==> config.mk <==
export PLATFORM = sky130hd
export DESIGN_NAME = fault_status_reg
export DESIGN_NICKNAME = d
export VERILOG_FILES = /design/src/rtl/fsr_pkg.sv /design/src/rtl/fsr_edge_det.sv /design/src/rtl/fsr_sticky_bank.sv /design/src/rtl/fsr_read_port.sv /design/src/rtl/fsr_fault_drv.sv /design/src/rtl/fault_status_reg.sv
export SDC_FILE = /design/constraint.sdc
export NUM_CORES = 1
export LEC_CHECK = 0
export CAP_MARGIN = 20
export CELL_PAD_IN_SITES_DETAIL_PLACEMENT = 1
export CELL_PAD_IN_SITES_GLOBAL_PLACEMENT = 1
export CORE_MARGIN = 2
export CORE_UTILIZATION = 38
export DETAILED_ROUTE_END_ITERATION = 8
export MAX_ROUTING_LAYER = met4
export PLACE_DENSITY = 0.88
export SYNTH_ARGS = -nofsm -noshare
export SYNTH_HDL_FRONTEND = slang
export SYNTH_SLANG_ARGS = --single-unit
==> constraint.sdc <==
create_clock -name clk_i -period 1.9 [get_ports clk_i]
set_clock_uncertainty 0.2 [all_clocks]
set_input_delay 0.19 -clock clk_i [delete_from_list [all_inputs] [get_ports clk_i]]
set_output_delay 0.19 -clock clk_i [all_outputs]
set_load 0.05 [all_outputs]
==> src/rtl/fsr_pkg.sv <==
package fsr_pkg;

  typedef enum logic {
    CLS_WARN  = 1'b0,
    CLS_FAULT = 1'b1
  } evt_class_e;

  localparam int unsigned FSR_MAX_W = 32;

  // Class of bit idx under a class mask (1 = fault)
  function automatic evt_class_e class_of(input logic [FSR_MAX_W-1:0] mask, input int idx);
    return mask[idx] ? CLS_FAULT : CLS_WARN;
  endfunction

  // Rising edge of a single level against its previous value
  function automatic logic rise_bit(input logic cur, input logic prev);
    return cur & ~prev;
  endfunction

  // Next value of one sticky cell: clear on read, but a same-cycle set wins
  function automatic logic sticky_next(input logic cur, input logic set, input logic clr);
    return (cur & ~clr) | set;
  endfunction

endpackage

==> src/rtl/fsr_edge_det.sv <==
module fsr_edge_det #(
  parameter int unsigned W = 8
) (
  input  logic         clk_i,
  input  logic         rst_i,
  input  logic [W-1:0] lvl_i,
  output logic [W-1:0] rise_o
);
  import fsr_pkg::*;

  logic [W-1:0] lvl_q;

  always_ff @(posedge clk_i) begin
    if (rst_i) lvl_q <= '0;
    else       lvl_q <= lvl_i;
  end

  for (genvar g = 0; g < W; g++) begin : g_rise
    assign rise_o[g] = rise_bit(lvl_i[g], lvl_q[g]);
  end
endmodule

==> src/rtl/fsr_sticky_bank.sv <==
module fsr_sticky_bank #(
  parameter int unsigned W = 8
) (
  input  logic         clk_i,
  input  logic         rst_i,
  input  logic [W-1:0] set_i,
  input  logic         clr_i,
  output logic [W-1:0] stat_o
);
  import fsr_pkg::*;

  for (genvar g = 0; g < W; g++) begin : g_cell
    logic cell_q;
    always_ff @(posedge clk_i) begin
      if (rst_i) cell_q <= 1'b0;
      else       cell_q <= sticky_next(cell_q, set_i[g], clr_i);
    end
    assign stat_o[g] = cell_q;
  end
endmodule

==> src/rtl/fsr_read_port.sv <==
module fsr_read_port #(
  parameter int unsigned W = 8
) (
  input  logic         clk_i,
  input  logic         rst_i,
  input  logic         rd_i,
  input  logic [W-1:0] stat_i,
  output logic [W-1:0] data_o
);
  logic [W-1:0] data_q;

  always_ff @(posedge clk_i) begin
    if (rst_i)     data_q <= '0;
    else if (rd_i) data_q <= stat_i;
  end

  assign data_o = data_q;
endmodule

==> src/rtl/fsr_fault_drv.sv <==
module fsr_fault_drv #(
  parameter int unsigned   W    = 8,
  parameter logic [W-1:0]  MASK = 8'h0F
) (
  input  logic [W-1:0] stat_i,
  output logic         fault_n_o
);
  import fsr_pkg::*;

  localparam logic [FSR_MAX_W-1:0] MASK_EXT = FSR_MAX_W'(MASK);

  logic [W-1:0] fault_bits;

  for (genvar g = 0; g < W; g++) begin : g_cls
    if (class_of(MASK_EXT, g) == CLS_FAULT) begin : g_fault
      assign fault_bits[g] = stat_i[g];
    end else begin : g_warn
      assign fault_bits[g] = 1'b0;
    end
  end

  assign fault_n_o = ~(|fault_bits);
endmodule

==> src/rtl/fault_status_reg.sv <==
module fault_status_reg #(
  parameter int unsigned              NUM_BITS   = 8,
  parameter logic [NUM_BITS-1:0]      FAULT_MASK = 8'h0F
) (
  input  logic                clk_i,
  input  logic                rst_i,
  input  logic [NUM_BITS-1:0] evt_i,
  input  logic                rd_i,
  output logic [NUM_BITS-1:0] rd_data_o,
  output logic                fault_n_o
);
  // Named internal events, brought out for the checker
  logic [NUM_BITS-1:0] rise_w;
  logic [NUM_BITS-1:0] stat_w;

  fsr_edge_det #(.W(NUM_BITS)) edge_i (
    .clk_i (clk_i),
    .rst_i (rst_i),
    .lvl_i (evt_i),
    .rise_o(rise_w)
  );

  fsr_sticky_bank #(.W(NUM_BITS)) bank_i (
    .clk_i (clk_i),
    .rst_i (rst_i),
    .set_i (rise_w),
    .clr_i (rd_i),
    .stat_o(stat_w)
  );

  fsr_read_port #(.W(NUM_BITS)) rdp_i (
    .clk_i (clk_i),
    .rst_i (rst_i),
    .rd_i  (rd_i),
    .stat_i(stat_w),
    .data_o(rd_data_o)
  );

  fsr_fault_drv #(.W(NUM_BITS), .MASK(FAULT_MASK)) drv_i (
    .stat_i   (stat_w),
    .fault_n_o(fault_n_o)
  );
endmodule

==> results of run 1 <==
==> per-layer routing <==
layer	up-vias	wire length, um	GRT usage, %
met4	0	13	6.944
li1	289	-	-
met1	267	602	14.61
met5	-	0	-
met3	2	66	2.727
met2	13	801	23.46
==> cell usage in the layout, fill, tap and decap left out <==
cell and n:
dfxtp_1 24, nand2b_1 16, clkdlybuf4s50_1 15, mux2i_1 8, nor2_1 8, nor2b_1 8
a21oi_1 8, clkbuf_4 3, dlymetal6s2s_1 3, buf_4 2, nor4_2 1, buf_12 1
==> power by group through the flow <==
| stage | Sequential [uW] | Combinational, uW | Clock, uW |
|---|---|---|---|
| CTS | 546 | 141 | 215 |
| floorplan | 578 | 57.6 | 0 |
| global route | 549 | 150 | 236 |
| finish | 545 | 139 | 206 |
| global placement | 554 | 137 | 0 |
| detailed placement | 557 | 140 | 0 |
==> logic make-up after synthesis <==
logic type,Yosys count,share of synthesized area [%]
AO/OA/AOI/OAI,8,4.954
flip-flops,24,59.44
multiplexers,8,9.908
buffers and inverters,3,2.632
AND/OR/NAND/NOR,33,23.07
==> registers in the layout, summed over array words and instances (netlist names) <==
signal / cells
bank_i.g_cell.cell_q: 8
edge_i.lvl_q: 8
rdp_i.data_o: 8
==> stage by stage <==
stage / power [uW] / setup slack, ps
6_report: 889.1 / 54.87
5_1_grt: 934.2 / 6.059
4_1_cts: 901.4 / 21.69
3_5_place_dp: 697.2 / 365.8
3_3_place_gp: 691.1 / 391.9
2_1_floorplan: 635.2 / 221.9
==> Yosys cell counts <==
| cell type | number |
|---|---|
| a21oi_1 | 8 |
| buf_2 | 2 |
| buf_6 | 1 |
| dfxtp_1 | 24 |
| mux2i_1 | 8 |
| nand2b_1 | 16 |
| nor2_1 | 8 |
| nor2b_1 | 8 |
| nor4_1 | 1 |
==> area by class of cell <==
type	count	area, um2
fill	209	909.6
sequential	24	480.5
clock buffer	3	22.52
timing repair buffer	21	222.7
tap	27	33.78
multi-input combinational	49	312.8
==> worst paths after layout <==
| kind | to | startpoint |
|---|---|---|
| setup / recovery | rd_data_o[4] | rdp_i.data_o[4]$_SDFFE_PP0P_ |
| hold reg to reg | bank_i.g_cell[5].cell_q$_SDFF_PP0_ | bank_i.g_cell[5].cell_q$_SDFF_PP0_ |
| hold / removal | bank_i.g_cell[2].cell_q$_SDFF_PP0_ | evt_i[2] |
| setup reg to reg | rdp_i.data_o[7]$_SDFFE_PP0P_ | bank_i.g_cell[7].cell_q$_SDFF_PP0_ |
==> results.py, run 1 <==
metrics = {
    "timing": {
        "max-slew-margin-rel_pct": 66.10,
        "setup_tns_ps": 0,
        "clock.fmax_mhz": 542.0,
        "rsz0062_at_grt": "false",
        "hold-worst-slack_ps": 264.9,
        "hold_violations": 0,
        "setup_viol": 0,
        "fin_crit_sh_pct": 97.11,
        "tightest_slew_ps": 507.6,
        "final_max_slew_viol_count": 0,
        "period_needed_ps": 1845,
    },
    "synthesis": {
        "yosysWarnings": 0,
        "synth_cell_types": 9,
        "synth_area_leader_cell": "dfxtp_1",
        "synth_area_leaders": "dfxtp_1 (59%), nand2b_1 (12%), mux2i_1 (9.9%), nor2b_1 (6.2%), a21oi_1 (5.0%)",
        "syn-cell-area_um2": 808.3,
        "seq_area_frac_synth_pct": 59.44,
        "syn-num-nets": 87,
        "postSynthCellCount": 76,
        "syn_area_per_cell_um2": 10.64,
        "synth_seq_cells": 24,
        "netlist.area_leader.share_pct": 59.44,
    },
    "power": {
        "power.density_mw_per_mm2": 829.2,
        "p_int_uw": 672.5,
        "comb_power_share_pct": 15.6,
        "p_leak_uw": 0.0004764,
        "power.switching_uw": 216.6,
        "peakVddDrop_mv": 0.4552,
        "power.share.clock_pct": 23.1,
        "switching_share_pct": 24.36,
        "seqPwrFrac_pct": 61.3,
    },
    "clock_network": {
        "post_cts_buffers": 0,
        "cts_made_buffers": 3,
        "cts_tree": "built",
        "clock_sinks": 24,
        "insertion_delay_ps": 300,
        "hold_buffers": 0,
        "htreeDepth": 1,
        "cts_resized": 0,
        "cts-root-buf": "clkbuf_4",
        "cts_buffer_depth": 2,
        "cts.clk_slew.worst_paths_ps": 120,
    },
    "worst_hold_path": {
        "hold_path_depth": 3,
        "hold_class": "in2reg",
    },
    "finish": {
        "diodes": 0,
        "final_core_util_pct": 54.10,
        "fin_nets": 110,
        "final_layout_size_suffix_gt1_share_pct": 7.216,
        "postLayoutCellArea_mm2": 0.001072,
        "layout.cells.non_filler": 124,
        "area_growth_pct": 32.66,
    },
    "place": {
        "portBuffers": 19,
        "dpl.hpwl_mm": 1.097,
        "place_inst": 121,
        "place_area_mm2": 0.001042,
        "finalWeightedCongestion": 0.6236,
    },
    "drt": {
        "antenna_left": 0,
        "wl_per_cell_um": 11.97,
        "drt_pass1_iterations": 4,
        "vias": 571,
        "drc": 0,
        "drtIter0Drc": 8,
        "via_per_inst": 4.605,
        "routed_wl_mm": 1.484,
    },
    "grt": {
        "grt_max_degree": 25,
        "grt_usage_pct": 13.60,
        "antenna_found_initial": 0,
        "grt_pass1_vias": 571,
        "grt_overflow": 0,
        "grt_first_pass_wirelength_mm": 2.470,
    },
    "setup_path": {
        "crit_buf_inv": 1,
        "required_ps": 1510,
        "cp_slowest_cell": "clkdlybuf4s50_1",
        "worstPathMaxFanout": 2,
        "r2r_setup_slack_ps": 1020,
        "max_stage_delay_ps": 800,
        "cpLargestDelayFamily": "buffers and inverters",
        "cp_cell_sequence": "clkdlybuf4s50_1",
        "cp.arrival_ps": 1460,
        "endpoint_kind": "output pin",
        "r2r_cells": 2,
        "start_kind": "register",
        "crit_type": "reg2out",
        "path_depth": 1,
    },
    "die": {
        "die_y_um": 50.12,
        "core_mm2": 0.001982,
        "die_width_um": 50.12,
        "num_rows": 16,
        "start_util_pct": 40.78,
        "dieArea_mm2": 0.002512,
        "ioPinCount": 20,
    },
    "flow_run": {
        "max_cap_violations": 0,
    },
    "outcome": {
        "outcome": "finished clean",
    },
}
No activity file was read; power rests on OpenSTA's default activity.
==> run 2, diff against run 1 <==
--- a/config.mk
+++ b/config.mk
@@ -5,7 +5,7 @@
 export SDC_FILE = /design/constraint.sdc
 export NUM_CORES = 1
 export LEC_CHECK = 0
-export CAP_MARGIN = 20
+export CAP_MARGIN = 10
 export CELL_PAD_IN_SITES_DETAIL_PLACEMENT = 1
 export CELL_PAD_IN_SITES_GLOBAL_PLACEMENT = 1
 export CORE_MARGIN = 2
==> results of run 2 <==
Same layout as run 1: the final DEF is identical, and so are final timing and power.
